[src/rtl/acc_alu_pkg.sv]
`timescale 1ns/1ps
package acc_alu_pkg;
  parameter int unsigned WORD_W = 16;
  parameter int unsigned BYTE_W = 8;
  parameter int unsigned FLAG_W = 4;
  parameter int unsigned OP_W   = 5;

  typedef enum logic [OP_W-1:0] {
    OP_PASS = 5'd0,  OP_ADD = 5'd1,  OP_SUB = 5'd2,  OP_CMP = 5'd3,
    OP_TST  = 5'd4,  OP_INC = 5'd5,  OP_DEC = 5'd6,  OP_AND = 5'd7,
    OP_OR   = 5'd8,  OP_XOR = 5'd9,  OP_COM = 5'd10, OP_BIT = 5'd11,
    OP_ASL  = 5'd12, OP_ASR = 5'd13, OP_LSR = 5'd14, OP_ROL = 5'd15,
    OP_ROR  = 5'd16, OP_CLC = 5'd17, OP_SEC = 5'd18, OP_CLV = 5'd19,
    OP_SEV  = 5'd20, OP_LDF = 5'd21, OP_RDF = 5'd22
  } alu_op_e;

  typedef struct packed {
    logic n;
    logic z;
    logic v;
    logic c;
  } flags_t;
endpackage

[src/rtl/acc_alu_arith.sv]
`timescale 1ns/1ps
module acc_alu_arith import acc_alu_pkg::*; #(
  parameter int unsigned W = WORD_W,
  parameter int unsigned B = BYTE_W
) (
  input  alu_op_e      op_i,
  input  logic         wide_i,
  input  logic [W-1:0] wmask_i,
  input  logic [W-1:0] a_i,
  input  logic [W-1:0] b_i,
  output logic [W-1:0] res_o,
  output logic         v_o,
  output logic         c_o
);
  logic         sub;
  logic [W-1:0] opnd;
  logic [W:0]   full;
  logic         am, om, rm;

  always_comb begin
    sub  = 1'b0;
    opnd = b_i;
    case (op_i)
      OP_SUB, OP_CMP: sub = 1'b1;
      OP_TST: begin sub = 1'b1; opnd = '0; end
      OP_INC: opnd = W'(1);
      OP_DEC: begin sub = 1'b1; opnd = W'(1); end
      default: ;
    endcase
  end

  assign full  = sub ? ({1'b0, a_i} - {1'b0, opnd}) : ({1'b0, a_i} + {1'b0, opnd});
  assign res_o = full[W-1:0] & wmask_i;

  // sign bits at selected width
  assign am = wide_i ? a_i[W-1]   : a_i[B-1];
  assign om = wide_i ? opnd[W-1]  : opnd[B-1];
  assign rm = wide_i ? res_o[W-1] : res_o[B-1];

  always_comb begin
    if (sub) begin
      v_o = (am & ~om & ~rm) | (~am & om & rm);
      c_o = (~am & om) | (om & rm) | (rm & ~am);
    end else begin
      v_o = (am & om & ~rm) | (~am & ~om & rm);
      c_o = (am & om) | (om & ~rm) | (~rm & am);
    end
  end
endmodule

[src/rtl/acc_alu_logic.sv]
`timescale 1ns/1ps
module acc_alu_logic import acc_alu_pkg::*; #(
  parameter int unsigned W = WORD_W
) (
  input  alu_op_e      op_i,
  input  logic [W-1:0] wmask_i,
  input  logic [W-1:0] a_i,
  input  logic [W-1:0] b_i,
  output logic [W-1:0] res_o
);
  always_comb begin
    case (op_i)
      OP_AND, OP_BIT: res_o = a_i & b_i;
      OP_OR:          res_o = a_i | b_i;
      OP_XOR:         res_o = a_i ^ b_i;
      OP_COM:         res_o = wmask_i - a_i;
      default:        res_o = a_i;
    endcase
  end
endmodule

[src/rtl/acc_alu_shift.sv]
`timescale 1ns/1ps
module acc_alu_shift import acc_alu_pkg::*; #(
  parameter int unsigned W = WORD_W,
  parameter int unsigned B = BYTE_W
) (
  input  alu_op_e      op_i,
  input  logic         wide_i,
  input  logic [W-1:0] wmask_i,
  input  logic [W-1:0] a_i,
  input  logic         cin_i,
  output logic [W-1:0] res_o,
  output logic         v_o,
  output logic         c_o
);
  localparam int unsigned IDX_W = $clog2(W);
  localparam logic [IDX_W-1:0] TOP_W = IDX_W'(W - 1);
  localparam logic [IDX_W-1:0] TOP_B = IDX_W'(B - 1);

  logic [IDX_W-1:0] top_idx;
  logic [W-1:0]     r;
  logic             top;

  assign top_idx = wide_i ? TOP_W : TOP_B;
  assign top     = a_i[top_idx];

  always_comb begin
    r   = a_i >> 1;
    c_o = a_i[0];
    case (op_i)
      OP_ASL: begin r = a_i << 1; c_o = top; end
      OP_ROL: begin r = (a_i << 1) | {{(W-1){1'b0}}, cin_i}; c_o = top; end
      OP_ASR: r[top_idx] = top;
      OP_ROR: r[top_idx] = cin_i;
      default: ;
    endcase
  end

  assign res_o = r & wmask_i;
  assign v_o   = top ^ res_o[top_idx];
endmodule

[src/rtl/acc_alu_flags.sv]
`timescale 1ns/1ps
module acc_alu_flags import acc_alu_pkg::*; #(
  parameter int unsigned N = FLAG_W
) (
  input  logic         clk_i,
  input  logic         rst_ni,
  input  logic         we_i,
  input  logic [N-1:0] upd_i,
  input  logic [N-1:0] nxt_i,
  output logic [N-1:0] q_o
);
  for (genvar i = 0; i < N; i++) begin : g_bit
    always_ff @(posedge clk_i or negedge rst_ni) begin
      if (!rst_ni)                q_o[i] <= 1'b0;
      else if (we_i && upd_i[i])  q_o[i] <= nxt_i[i];
    end
  end

  assert_hold_when_idle_R12: assert property (@(posedge clk_i) disable iff (!rst_ni)
    !we_i |=> $stable(q_o));

  assert_unowned_stable_R12: assert property (@(posedge clk_i) disable iff (!rst_ni)
    (we_i && upd_i == '0) |=> $stable(q_o));
endmodule

[src/rtl/acc_alu.sv]
`timescale 1ns/1ps
module acc_alu import acc_alu_pkg::*; (
  input  logic              clk_i,
  input  logic              rst_ni,
  input  logic [OP_W-1:0]   op_i,
  input  logic              wide_i,
  input  logic [WORD_W-1:0] x_i,
  input  logic [WORD_W-1:0] m_i,
  input  logic              we_i,
  output logic [WORD_W-1:0] res_o,
  output logic              wr_o,
  output logic [FLAG_W-1:0] flags_o
);
  localparam int unsigned W = WORD_W;
  localparam int unsigned B = BYTE_W;
  localparam logic [W-1:0] NARROW_MASK = {{(W-B){1'b0}}, {B{1'b1}}};

  alu_op_e      op;
  logic [W-1:0] wmask, xa, ma;
  logic [W-1:0] ar_res, lg_res, sh_res;
  logic         ar_v, ar_c, sh_v, sh_c;
  logic         n_res, z_res;
  flags_t       cur, nxt, upd;

  assign op    = alu_op_e'(op_i);
  assign wmask = wide_i ? '1 : NARROW_MASK;
  assign xa    = x_i & wmask;
  assign ma    = m_i & wmask;
  assign cur   = flags_t'(flags_o);

  acc_alu_arith #(.W(W), .B(B)) i_arith (
    .op_i(op), .wide_i(wide_i), .wmask_i(wmask), .a_i(xa), .b_i(ma),
    .res_o(ar_res), .v_o(ar_v), .c_o(ar_c));

  acc_alu_logic #(.W(W)) i_logic (
    .op_i(op), .wmask_i(wmask), .a_i(xa), .b_i(ma), .res_o(lg_res));

  acc_alu_shift #(.W(W), .B(B)) i_shift (
    .op_i(op), .wide_i(wide_i), .wmask_i(wmask), .a_i(xa), .cin_i(cur.c),
    .res_o(sh_res), .v_o(sh_v), .c_o(sh_c));

  always_comb begin
    res_o = '0;
    wr_o  = 1'b0;
    case (op)
      OP_PASS:                          begin res_o = xa;     wr_o = 1'b1; end
      OP_ADD, OP_SUB, OP_INC, OP_DEC:   begin res_o = ar_res; wr_o = 1'b1; end
      OP_CMP, OP_TST:                         res_o = ar_res;
      OP_AND, OP_OR, OP_XOR, OP_COM:    begin res_o = lg_res; wr_o = 1'b1; end
      OP_BIT:                                 res_o = lg_res;
      OP_ASL, OP_ASR, OP_LSR, OP_ROL, OP_ROR:
                                        begin res_o = sh_res; wr_o = 1'b1; end
      OP_RDF: begin res_o = {{(W-FLAG_W){1'b0}}, flags_o}; wr_o = 1'b1; end
      default: ;
    endcase
  end

  assign n_res = wide_i ? res_o[W-1] : res_o[B-1];
  assign z_res = ~|res_o;

  always_comb begin
    upd   = '0;
    nxt   = cur;
    nxt.n = n_res;
    nxt.z = z_res;
    case (op)
      OP_PASS, OP_AND, OP_OR, OP_XOR, OP_COM, OP_BIT: begin
        upd = 4'b1110; nxt.v = 1'b0;
      end
      OP_ADD, OP_SUB, OP_CMP, OP_TST: begin
        upd = 4'b1111; nxt.v = ar_v; nxt.c = ar_c;
      end
      OP_INC, OP_DEC: upd = 4'b0100;
      OP_ASL, OP_ASR, OP_LSR, OP_ROL, OP_ROR: begin
        upd = 4'b1111; nxt.v = sh_v; nxt.c = sh_c;
      end
      OP_CLC: begin upd = 4'b0001; nxt.c = 1'b0; end
      OP_SEC: begin upd = 4'b0001; nxt.c = 1'b1; end
      OP_CLV: begin upd = 4'b0010; nxt.v = 1'b0; end
      OP_SEV: begin upd = 4'b0010; nxt.v = 1'b1; end
      OP_LDF: begin upd = 4'b1111; nxt = flags_t'(x_i[FLAG_W-1:0]); end
      default: ;
    endcase
  end

  acc_alu_flags #(.N(FLAG_W)) i_flags (
    .clk_i(clk_i), .rst_ni(rst_ni), .we_i(we_i),
    .upd_i(upd), .nxt_i(nxt), .q_o(flags_o));

  // carry check against a plain wider add
  logic [W:0] add_chk;
  assign add_chk = {1'b0, xa} + {1'b0, ma};

  assert_add_carry_R3: assert property (@(posedge clk_i) disable iff (!rst_ni)
    (op == OP_ADD) |-> (ar_c == (wide_i ? add_chk[W] : add_chk[B])));

  assert_narrow_upper_zero_R2: assert property (@(posedge clk_i) disable iff (!rst_ni)
    (!wide_i && op != OP_RDF) |-> (res_o[W-1:B] == '0));

  assert_step_only_z_R5: assert property (@(posedge clk_i) disable iff (!rst_ni)
    (we_i && (op == OP_INC || op == OP_DEC)) |=>
      ($stable(flags_o[3]) && $stable(flags_o[1]) && $stable(flags_o[0])));

  assert_logic_clears_v_R6: assert property (@(posedge clk_i) disable iff (!rst_ni)
    (we_i && (op == OP_AND || op == OP_OR || op == OP_XOR || op == OP_COM || op == OP_BIT))
      |=> !flags_o[1]);

  assert_set_carry_R10: assert property (@(posedge clk_i) disable iff (!rst_ni)
    (we_i && op == OP_SEC) |=> (flags_o[0] && $stable(flags_o[3:1])));

  assert_read_flags_keep_R11: assert property (@(posedge clk_i) disable iff (!rst_ni)
    (op == OP_RDF) |=> $stable(flags_o));
endmodule

[config.mk]
export PLATFORM = sky130hd
export DESIGN_NAME = acc_alu
export DESIGN_NICKNAME = d
export VERILOG_FILES = /design/src/rtl/acc_alu_pkg.sv /design/src/rtl/acc_alu_arith.sv /design/src/rtl/acc_alu_logic.sv /design/src/rtl/acc_alu_shift.sv /design/src/rtl/acc_alu_flags.sv /design/src/rtl/acc_alu.sv
export SDC_FILE = /design/constraint.sdc
export NUM_CORES = 1
export LEC_CHECK = 0
export ABC_AREA = 1
export BUFFER_PORTS_ARGS = -buffer_cell sky130_fd_sc_hd__clkbuf_2
export CAP_MARGIN = 30
export CORE_ASPECT_RATIO = 0.75
export CORE_MARGIN = 2
export CORE_UTILIZATION = 50
export CTS_CLUSTER_DIAMETER = 60
export DETAILED_ROUTE_END_ITERATION = 6
export GPL_ROUTABILITY_DRIVEN = 1
export GPL_TIMING_DRIVEN = 0
export HOLD_SLACK_MARGIN = 0.06
export PLACE_DENSITY_LB_ADDON = 0.05
export RECOVER_POWER = 25
export SLEW_MARGIN = 0
export SYNTH_ARGS = -nofsm -noshare
export SYNTH_HDL_FRONTEND = slang
export SYNTH_SLANG_ARGS = --single-unit
[constraint.sdc]
create_clock -name clk_i -period 5.4 [get_ports clk_i]
set_input_delay 1.08 -clock clk_i [delete_from_list [all_inputs] [get_ports clk_i]]
set_output_delay 1.08 -clock clk_i [all_outputs]
set_load 0.05 [all_outputs]
## Yosys cells after proc, flatten, opt, wreduce, memory -nomap -nowiden

Cells that the tools add are included.

| word-level totals | value |
|---|---|
| bits in registers | 4 |
| latch bits | 0 |
| bits in writable memories | 0 |
| bits in read-only memories | 0 |
| input port bits | 41 |
| output and inout bits | 21 |
| word-level logic and storage cells | 115 |
| memories kept | 0 |

| cells by class | value |
|---|---|
| add/subtract/negate cells | 3 |
| $mul | 0 |
| div/mod/pow operators | 0 |
| order comparisons | 2 |
| equal/unequal tests | 22 |
| shift operators | 0 |
| mux-type cells | 28 |
| bitwise gates (word level) | 30 |
| reduce and logical (&&, ||, !) cells | 26 |

Operators by type and width:

| cell | number |
|---|---|
| $pmux 16 s4 | 2 |
| $and 16x16->16 | 5 |
| $pmux 16 s5 | 1 |
| $eq 5x4->1 const B | 8 |
| $eq 5x5->1 const B | 7 |
| $bwmux 16 | 2 |
| $mux 16 | 2 |
| $pmux 16 s2 | 1 |
| $sub 16x16->16 | 2 |
| $eq 5x3->1 const B | 4 |
| $pmux 4 s5 | 1 |
| $add 16x16->16 | 1 |
| $or 16x1->16 | 1 |
| $or 16x16->16 | 1 |
| $reduce_or 16->1 | 1 |
| $xor 16x16->16 | 1 |
| $reduce_or 15->1 | 1 |
| $and 1x1->1 | 12 |
| $mux 1 | 12 |
| $reduce_or 6->1 | 2 |
| $eq 5x2->1 const B | 2 |
| $pmux 1 s5 | 2 |
| $reduce_bool 5->1 | 2 |
| $reduce_or 10->1 | 1 |
| 18 further kinds | 37 |

## Depth between registers and ports, before layout

Gate-level depths: netlist of the first run.

| logic depth | value |
|---|---|
| depth after elaboration | 13 |
| mapped depth | 28 |
| depth with buffers taken out | 28 |

## Modules after synthesis

From an unflattened synthesis of the first run, not the netlist that was laid out.

| second synthesis, totals | value |
|---|---|
| cells, all modules | 970 |
| area total of the unflattened synthesis | 5280.1 µm² |

Modules (own cells, without submodules):

| module | instances | cells an instance | area each (µm²) | seq. area each (µm²) |
|---|---|---|---|---|
| acc_alu_logic | 1 | 369 | 2054.5 | 0.0 |
| acc_alu_arith | 1 | 258 | 1457.6 | 0.0 |
| acc_alu | 1 | 228 | 1096.1 | 0.0 |
| acc_alu_shift | 1 | 94 | 501.7 | 0.0 |
| acc_alu_flags | 1 | 21 | 170.2 | 100.1 |

## Worst setup path before layout of the first run

No wires, ideal clock.

| timing | value |
|---|---|
| path kind | input port to output port |
| from | in op_i[0] |
| to | out res_o[12] |
| data arrival time | 4283 ps |
| data required time | 4320 ps |
| setup slack | 37 ps |
| cell stages on the path | 17 |
| path through | inv_1 > o211ai_2 > buf_4 > clkbuf_1 > nand2_1 > nand2_1 > nand2_1 > xnor2_1 > inv_1 > fa_1 > inv_1 > nand3_1 > nand3_1 > nand3_1 > nand2_1 > nor2_1 > o21ai_0 |

| on the way | value |
|---|---|
| longest elaborated chain between the ends | 7 |

Ends and longest elaborated chain:

| element | line | RTL |
|---|---|---|
| start: declaration | acc_alu.sv:5 | `input logic [OP_W-1:0] op_i,` |
| $eq 5x3->1 | acc_alu_arith.sv:23, acc_alu.sv:45 |  |
| $reduce_or 2->1 (no line) | n/a |  |
| $pmux 16 s2 | acc_alu_arith.sv:23 | `case (op_i)` |
| $add 16x16->16 / $sub 16x16->16 (equally long branches) | acc_alu_arith.sv:32 | `assign full = sub ? ({1'b0, a_i} - {1'b0, opnd}) : ({1'b0, a_i} + {1'b0, opnd});` |
| $mux 16 | acc_alu_arith.sv:32 |  |
| $and 16x16->16 | acc_alu_arith.sv:33 | `assign res_o = full[W-1:0] & wmask_i;` |
| $pmux 16 s5 * | acc_alu.sv:45 | `case (op)` |
| end: declaration | acc_alu.sv:10 | `output logic [WORD_W-1:0] res_o,` |

Mark *: on every way between the ends. The rest lies on a longest branch, timed or not.

## Final worst setup path of the first run

| timing | value |
|---|---|
| from | in op_i[2] |
| to | out res_o[14] |

Same word-level chain as after synthesis.

==> impl_metrics.tcl, run 1 <==
set metrics [dict create \
    setup.worst_path.end_class "output port" \
    synthFlopType "dfrtp_1" \
    fin_util_pct 62.85 \
    powerDensity_nw_per_um2 149.5 \
    largest_register_ffs 4 \
    clock_path_buffers 2 \
    p_sw_uw 385.4 \
    worst_r2r_path_depth 11 \
    finalHoldViolCount 0 \
    ir_drop_v 0.0001088 \
    path_clk_slew_ps 40 \
    syn_to_final_growth_pct 22.89 \
    syn_area_per_cell_sq_um 5.341 \
    drive_above_1_share_pct 19.53 \
    grt_pass1_wl_um 20110 \
    internal_power_uw 250.5 \
    cts_tree "done" \
    overflow 0 \
    p_seq_share_pct 7.9 \
    grt_usage_pct 33.15 \
    drt_iter0_markers 445 \
    cp_max_fo 6 \
    synthesis.area_sq_um 3461 \
    cts_buffers 3 \
    max_stage_delay_ps 300 \
    ios 62 \
    grt_antenna_before_repair 0 \
    fp.dieH_um 76.05 \
    rsz0062_at_grt "true" \
    r2r_slack_ps 3270 \
    finClkSkew_ps 7.028 \
    grt_pass1_vias 3980 \
    worstReg2RegStart "i_flags.q_o[0]$_DFFE_PN0P_" \
    synth.yosys.warnings 0 \
    cp_cell_sequence "clkbuf_2, inv_2, nor2_4, o211ai_4, o21ai_0, nand2_1, buf_4, o21ai_1, xnor2_1, ha_1, inv_1, o21bai_2, a21oi_2, nand3_2, nand3_1, nand2_1, nand2_1, nand2_1, nand2_1, nand2_1, nand2_1, nand3_1, nand2_1, buf_6" \
    tightest_slew_ps 892.6 \
    numPortBuffers 60 \
    dp_hpwl_um 10390 \
    dieArea_sq_um 7610 \
    largest_register "i_flags.q_o" \
    finalSetupViolations 0 \
    grt_max_degree 11 \
    drv_slew 0 \
    cp_slowest_cell "ha_1" \
    maxCapViolCount 0 \
    route.detailed.drc 0 \
    layout_commonest_cell "nand2_1" \
    most-common-layout-cells "nand2_1, inv_1, nor2_1" \
    postCtsHoldBufs 0 \
    via_per_inst 5.710 \
    fin_crit_sh_pct 97.46 \
    dr.pass1.iters 5 \
    syn_inst 648 \
    start_kind "primary input" \
    start_util_pct 51.15 \
    hold_depth 2 \
    ys_seq_area_share_pct 2.892 \
    path_class "primary input to output port" \
    gp_congestion 1.020 \
    htree_num_levels 1 \
    startpoint "op_i[2]" \
    holdPathEnd "i_flags.q_o[1]$_DFFE_PN0P_" \
    period_minus_slack_ps 5263 \
    min_from "i_flags.q_o[1]$_DFFE_PN0P_" \
    clkPwrFrac_pct 10.4 \
    core_region_area_sq_um 6766 \
    root_buffer "clkbuf_8" \
    rows 26 \
    worstPathRequired_ps 4320 \
    antennaDiodeCount 0 \
    combPwrFrac_pct 81.8 \
    sw_frac_of_total_pct 60.61 \
    critical_path_arrival_ps 4180 \
    syn-num-nets 737 \
    path_common_cell "nand2_1" \
    die_w_um 100.1 \
    p_leak_uw 0.002475 \
    finalPower_uw 635.9 \
    slew_headroom_pct 38.96 \
    synth-edff-count 0 \
    status "completed" \
    reg_top3 "i_flags.q_o: 4 flops" \
    hold_class "register to register" \
    ant_nets 0 \
    ys_ff_latch 4 \
    worstSkewPairLatency_ps 230 \
    fmax_mhz 190.0 \
    synthArstFlopShare_pct 100.0 \
    cts.sinks 4 \
    worst_r2r_endpoint "i_flags.q_o[2]$_DFFE_PN0P_" \
    fin_nets 813 \
    vias 4602 \
    drt-total-wl_um 13250 \
    synthDistinctLibCells 44 \
    wl_per_cell_um 16.43 \
]
==> metrics by stage <==
step	worst slack (ps)	instance area (sq um)	std cells	hold slack, ps	TNS (ps)
2_1_floorplan	36.83	3461	648	550.9	0
3_3_place_gp	-246.2	3866	792	513.5	-640.7
3_5_place_dp	-249.0	3866	792	515.0	-671.7
4_1_cts	-31.23	3943	795	525.1	-31.23
5_1_grt	-107.3	4253	806	559.2	-256.0
6_report	137.1	4253	806	541.5	0
==> what timing repair did <==
item	4_1_cts	5_1_grt
buffers inserted	0	10
resized for setup	9	63
hold endpoints to repair	0	0
endpoints found under the setup margin	6	10
gates cloned	0	1
pin swaps	0	17
==> worst max-delay path by stage <==
stage | end | slack, ps | cells after the start
2_1_floorplan | res_o[12] | 40 | 17
3_3_place_gp | res_o[15] | -250 | 20
3_5_place_dp | res_o[15] | -250 | 20
4_1_cts | res_o[11] | -30 | 22
5_1_grt | res_o[14] | -110 | 25
6_report | res_o[14] | 140 | 24
==> power groups by stage <==
stage | Sequential, uW | Clock (uW) | Combinational [uW]
finish | 50.0 | 65.9 | 520
global route | 51.1 | 68.4 | 567
CTS | 49.7 | 67.1 | 466
detailed placement | 50.0 | 0 | 461
global placement | 49.7 | 0 | 455
floorplan | 70.9 | 0 | 317
==> Yosys cell counts (2+ instances only) <==
cell / instances / area (sq um)
o21ai_1: 5 / 25.02
nand3_1: 44 / 220.2
nor2_1: 66 / 247.7
nand3b_1: 2 / 15.01
nand4_1: 8 / 50.05
nor2_2: 4 / 25.02
dfrtp_1: 4 / 100.1
clkbuf_1: 2 / 7.510
xor2_1: 5 / 43.79
a31oi_1: 5 / 31.28
xnor2_1: 12 / 105.1
a21o_1: 2 / 15.01
buf_2: 8 / 40.04
inv_1: 97 / 364.1
ha_1: 47 / 588.1
o21ai_0: 52 / 260.3
nor3_1: 19 / 95.09
o211ai_1: 3 / 22.52
a22oi_1: 4 / 30.03
a21oi_1: 30 / 150.1
inv_2: 4 / 15.01
o2111ai_1: 3 / 26.28
buf_4: 4 / 30.03
buf_6: 2 / 22.52
nand2_1: 191 / 716.9
nand2_2: 4 / 25.02
a211oi_1: 4 / 30.03
==> logic make-up (layout without fill, tap and decap cells) <==
family	after synthesis	in the layout	share of synthesized area, %
AO/OA/AOI/OAI	119	119	19.99
XOR/XNOR	17	17	4.302
adder cells (fa/ha/maj)	48	48	17.57
buffers and inverters	118	192	13.96
flip-flops	4	4	2.892
AND/OR/NAND/NOR	342	342	41.29
==> routing by layer <==
layer / global-route usage (%) / up-vias / share of wire, %
li1: - / 2258 / -
met1: 50.67 / 2039 / 44
met2: 48.24 / 279 / 42
met3: 6.330 / 26 / 12
met4: 6.027 / 0 / 1.7
met5: 0 / - / 0
==> area by class of cell <==
class,count,area [sq um]
Timing Repair Buffer,71,397.9
Buffer,16,113.9
Multi-Input combinational cell,526,3109
Inverter,102,385.4
Clock buffer,3,41.29
Tap cell,84,105.1
Fill cell,683,2514
Sequential cell,4,100.1
==> critical path: cells and delay by family <==
kind / cells / cell delay (ps)
and+or+nand+nor: 12 / 1160
adders and majority gates: 1 / 300
xor gates and xnor gates: 1 / 190
buffers and inverters: 5 / 630
AOI/OAI and AO/OA: 5 / 790
No activity file was read; power rests on OpenSTA's default activity.
==> run 2, diff against run 1 <==
--- a/config.mk
+++ b/config.mk
@@ -8,3 +8,3 @@
 export ABC_AREA = 1
-export BUFFER_PORTS_ARGS = -buffer_cell sky130_fd_sc_hd__clkbuf_2
+export BUFFER_PORTS_ARGS = -buffer_cell sky130_fd_sc_hd__buf_2
 export CAP_MARGIN = 30
==> constraint.sdc (replaced) <==
create_clock -name clk_i -period 5.4 [get_ports clk_i]
set_input_delay 0.27 -clock clk_i [delete_from_list [all_inputs] [get_ports clk_i]]
set_output_delay 0.27 -clock clk_i [all_outputs]
set_load 0.05 [all_outputs]
==> impl_metrics.tcl, run 2 (synthesis results as in run 1) <==
set metrics [dict create \
    postCtsResizedCells 0 \
    cp_slowest_cell "clkbuf_1" \
    ios 62 \
    wl_per_cell_um 16.17 \
    largest_register "i_flags.q_o" \
    dp_slack_ps 1203 \
    core_region_area_sq_um 6766 \
    fmax_mhz 238.5 \
    worstPathRequired_ps 5130 \
    grt_pass1_vias 3971 \
    drt-total-wl_um 12870 \
    cts.sinks 4 \
    status "completed" \
    die_w_um 100.1 \
    fin_tns_setup_ps 0 \
    sw_frac_of_total_pct 61.26 \
    finalPower_uw 584.5 \
    drive_above_1_share_pct 12.92 \
    clkPwrFrac_pct 10.9 \
    start_kind "primary input" \
    post_dp_cell_area_sq_um 3866 \
    period_minus_slack_ps 4192 \
    syn_to_final_growth_pct 13.05 \
    antennaDiodeCount 0 \
    path_common_cell "nand2_1" \
    gp_congestion 1.020 \
    fin_ws_ps 1208 \
    fin_crit_sh_pct 77.63 \
    cts_buffers 3 \
    htree_num_levels 1 \
    dp.cells 792 \
    critical_path.top_delay_family "compound AO/OA/AOI/OAI gates" \
    worstSkewPairLatency_ps 220 \
    tightest_slew_ps 862.0 \
    via_per_inst 5.734 \
    numPortBuffers 60 \
    finalSetupViolations 0 \
    dr.pass1.iters 5 \
    final_cell_area_sq_um 3913 \
    drt_iter0_markers 522 \
    fp.dieH_um 76.05 \
    slew_headroom_pct 41.05 \
    rsz0062_at_grt "false" \
    hold_class "primary input to register" \
    r2r_slack_ps 3340 \
    grt_antenna_before_repair 0 \
    fin_cells 796 \
    grt_pass1_wl_um 20390 \
    ir_drop_v 0.0001043 \
    grt_usage_pct 33.66 \
    cp_cell_sequence "buf_2, inv_1, o211ai_2, buf_4, clkbuf_1, nand2_1, a21oi_1, xnor2_1, inv_1, ha_1, a21oi_1, o21ai_0, a21oi_1, nand2_1, a31oi_1, inv_1, nand2_1, nand4_1, nand2_1, buf_2" \
    powerDensity_nw_per_um2 149.4 \
    largest_register_ffs 4 \
    ant_nets 0 \
    clock_path_buffers 2 \
    combPwrFrac_pct 80.6 \
    root_buffer "clkbuf_8" \
    path_clk_slew_ps 30 \
    rows 26 \
    dp_hpwl_um 10380 \
    overflow 0 \
    cts_tree "done" \
    finClkSkew_ps 3.057 \
    maxCapViolCount 0 \
    cp_max_fo 10 \
    cp_num_buf_inv 7 \
    vias 4564 \
    reg_top3 "i_flags.q_o: 4 flops" \
    grt_max_degree 11 \
    max_stage_delay_ps 410 \
    start_util_pct 51.15 \
    p_sw_uw 358.1 \
    setup.worst_path.end_class "output port" \
    p_leak_uw 0.002373 \
    dieArea_sq_um 7610 \
    internal_power_uw 226.4 \
    layout_commonest_cell "nand2_1" \
    fin_nets 803 \
    drv_slew 0 \
    critical_path_arrival_ps 3920 \
    path_class "primary input to output port" \
    route.detailed.drc 0 \
    finalHoldViolCount 0 \
    p_seq_share_pct 8.5 \
    most-common-layout-cells "nand2_1, inv_1, nor2_1" \
]
==> run 2: changes by cell type in the layout (fill, tap and decap cells not counted), sizes merged <==
cell,before,now
dlygate4sd3,0,1
buf,30,70
clkbuf,60,9
==> run 2: per-stage QoR <==
stage / hold slack (ps) / util, %
6_report: 413.2 / 57.82
5_1_grt: 458.2 / 57.82
4_1_cts: 386.7 / 57.90
3_5_place_dp: 79.09 / 57.14
3_3_place_gp: 75.86 / 57.14
2_1_floorplan: -25.59 / -
==> run 2: worst register-to-register path, stage by stage (launching register included) <==
cell,delay (ps)
dfrtp_1,430
a21oi_1,160
nor2_1,70
nor3_2,190
o21ai_0,120
nand2_1,70
nand3_1,120
nor2_1,180
nand4_1,130
nor3_1,160
nand3_1,190
a21oi_1,170
==> run 2: final timing paths <==
path	start	endpoint	cells past startpoint
min in group asynchronous	rst_ni	i_flags.q_o[0]$_DFFE_PN0P_	2
hold / removal	we_i	i_flags.q_o[2]$_DFFE_PN0P_	3
setup / recovery	op_i[0]	res_o[15]	20
setup reg to reg	i_flags.q_o[0]$_DFFE_PN0P_	i_flags.q_o[2]$_DFFE_PN0P_	11
hold reg to reg	i_flags.q_o[1]$_DFFE_PN0P_	i_flags.q_o[1]$_DFFE_PN0P_	2
max in group asynchronous	rst_ni	i_flags.q_o[2]$_DFFE_PN0P_	2
==> run 2: cell type report <==
type                       instances  area [sq um]
timing repair buffer              61         305.3
inverter                         102         382.9
sequential                         4         100.1
clock buffer                       3         41.29
fill                             707          2854
buffer                            16         100.1
tap                               84         105.1
multi-input combinational        526          2878
==> run 2: timing repair <==
action,in CTS,in global routing
hold endpoints to repair,4,0
setup buffers,0,0
hold buffers,1,0
==> run 2: power by group through the flow <==
stage	clock network, uW	registers, uW	logic, uW
after floorplan	0	70.9	317
final	63.5	49.9	471
after CTS	65.2	49.3	464
after detailed placement	0	49.6	460
after global placement	0	49.4	454
after global routing	67.0	51.1	519
==> run 2: per-layer routing <==
layer  vias to the layer above  global-route usage (%)  routed length [um]
li1                       2237                       -                   -
met1                      2034                   52.34                5814
met2                       278                   50.41                5359
met3                        15                   3.761                1566
met4                         0                   5.068                 128
met5                         -                       0                   0
==> run 3, diff against run 2 <==
- clock period: 5.4 -> 4.1 ns (I/O delays scaled with it)
==> impl_metrics.tcl, run 3 (synthesis results as in run 1) <==
set metrics [dict create \
    cts.sinks 4 \
    drive_above_1_share_pct 13.48 \
    worstSkewPairLatency_ps 220 \
    ios 62 \
    cts_buffers 3 \
    grt_pass1_vias 3971 \
    path_common_cell "nand2_1" \
    cp_cell_sequence "buf_2, inv_2, nor2_4, o211ai_2, o21ai_0, nand2_1, nor2_2, nand3_1, nor2_1, a21oi_1, xnor2_1, inv_1, ha_1, a21oi_1, o21ai_0, a21oi_1, nand2_1, a31oi_2, inv_1, nand2_1, nand4_1, nand2_1, clkbuf_4" \
    most-common-layout-cells "nand2_1, inv_1, nor2_1" \
    p_leak_uw 0.002379 \
    reg_top3 "i_flags.q_o: 4 flops" \
    finClkSkew_ps 2.980 \
    htree_num_levels 1 \
    powerDensity_nw_per_um2 196.5 \
    slew_headroom_pct 37.45 \
    grt_antenna_before_repair 0 \
    period_minus_slack_ps 3791 \
    numPortBuffers 60 \
    tightest_slew_ps 914.7 \
    gp_congestion 1.020 \
    fin_nets 803 \
    finalPower_uw 775.6 \
    fin_crit_sh_pct 92.45 \
    maxCapViolCount 0 \
    dp_hpwl_um 10380 \
    via_per_inst 5.701 \
    cts_tree "done" \
    path_clk_slew_ps 30 \
    hold_class "primary input to register" \
    route.detailed.drc 0 \
    fin_tns_setup_ps 0 \
    core_region_area_sq_um 6766 \
    drt-total-wl_um 12830 \
    start_kind "primary input" \
    start_util_pct 51.15 \
    layout_commonest_cell "nand2_1" \
    p_sw_uw 474.9 \
    setup.worst_path.end_class "output port" \
    grt_pass1_wl_um 20390 \
    die_w_um 100.1 \
    dp_slack_ps -32.10 \
    ant_nets 0 \
    fin_ws_ps 309.4 \
    rows 26 \
    p_seq_share_pct 8.4 \
    path_class "primary input to output port" \
    grt_usage_pct 33.66 \
    finalHoldViolCount 0 \
    dr.pass1.iters 6 \
    clkPwrFrac_pct 10.8 \
    largest_register_ffs 4 \
    cp_slowest_cell "ha_1" \
    wl_per_cell_um 16.11 \
    vias 4538 \
    syn_to_final_growth_pct 14.03 \
    fp.dieH_um 76.05 \
    max_stage_delay_ps 310 \
    largest_register "i_flags.q_o" \
    rsz0062_at_grt "false" \
    fmax_mhz 263.8 \
    ir_drop_v 0.0001376 \
    clock_path_buffers 2 \
    worstPathRequired_ps 3890 \
    drv_slew 0 \
    dieArea_sq_um 7610 \
    drt_iter0_markers 523 \
    critical_path_arrival_ps 3590 \
    overflow 0 \
    cp_max_fo 6 \
    finalSetupViolations 0 \
    grt_max_degree 11 \
    sw_frac_of_total_pct 61.23 \
    internal_power_uw 300.7 \
    root_buffer "clkbuf_8" \
    combPwrFrac_pct 80.8 \
    antennaDiodeCount 0 \
    status "completed" \
]
[run 3: cell count changes in the layout (fill, tap and decap cells not counted)]
cell / previous run / this run
a31oi_2: 0 / 2
a31oi_1: 5 / 3
o21ai_1: 5 / 6
nor2_4: 1 / 2
nor3_1: 19 / 18
buf_2: 64 / 61
buf_4: 4 / 6
o21ai_0: 52 / 51
nor2_2: 4 / 3
clkbuf_1: 6 / 5
nor3_2: 1 / 2
clkbuf_4: 0 / 2
[run 3: final timing paths]
kind / from / end / slack [ps] / cells after the start
hold / removal: we_i / i_flags.q_o[2]$_DFFE_PN0P_ / 350 / 3
setup / recovery: op_i[2] / res_o[15] / 310 / 23
min in group asynchronous: rst_ni / i_flags.q_o[0]$_DFFE_PN0P_ / 370 / 2
hold reg to reg: i_flags.q_o[1]$_DFFE_PN0P_ / i_flags.q_o[1]$_DFFE_PN0P_ / 530 / 2
max in group asynchronous: rst_ni / i_flags.q_o[2]$_DFFE_PN0P_ / 3540 / 2
setup reg to reg: i_flags.q_o[0]$_DFFE_PN0P_ / i_flags.q_o[2]$_DFFE_PN0P_ / 2040 / 11
[run 3: routing by layer]
| layer | share of wire, % | vias to the layer above | wire (um) | track usage, % |
|---|---|---|---|---|
| met5 | 0 | - | 0 | 0 |
| met4 | 1.2 | 0 | 157 | 5.068 |
| met2 | 42 | 260 | 5330 | 50.41 |
| met3 | 11 | 20 | 1464 | 3.761 |
| met1 | 46 | 2023 | 5875 | 52.34 |
| li1 | - | 2235 | - | - |
[run 3: critical path, delay by kind of cell]
family / cells / cell delay (ps)
XOR/XNOR: 1 / 150
adder cells (fa/ha/maj): 1 / 310
AO/OA/AOI/OAI: 7 / 1150
buffers and inverters: 5 / 570
AND/OR/NAND/NOR: 9 / 1190
[run 3: layout make-up]
class                      instances  area, sq um
clock buffer                       3        41.29
sequential                         4        100.1
timing repair buffer              62        317.8
tap                               84        105.1
multi-input combinational        526         2900
buffer                            15        98.84
inverter                         102        382.9
fill                             707         2820
[run 3: what timing repair did]
action / 4_1_cts / 5_1_grt
endpoints found under the hold margin: 4 / 0
setup endpoints to repair: 0 / 6
hold buffers: 1 / 0
setup buffers: 0 / 1
gates resized for setup: 0 / 9
[run 3: power by group through the flow]
stage | registers [uW] | logic, uW | clock network [uW]
after floorplan | 93.4 | 417 | 0
after detailed placement | 65.3 | 607 | 0
after CTS | 65.0 | 611 | 85.9
after global placement | 65.0 | 599 | 0
after global routing | 67.3 | 688 | 88.3
final | 65.5 | 626 | 83.8
[run 3: per-stage QoR]
| step | cell area, sq um | hold WS (ps) | util (%) | instances |
|---|---|---|---|---|
| after detailed placement | 3866 | 14.09 | 57.14 | 792 |
| after global routing | 3946 | 393.2 | 58.32 | 796 |
| final | 3946 | 349.0 | 58.32 | 796 |
| after floorplan | 3461 | -90.59 | - | 648 |
| after CTS | 3918 | 321.7 | 57.90 | 796 |
| after global placement | 3866 | 10.86 | 57.14 | 792 |
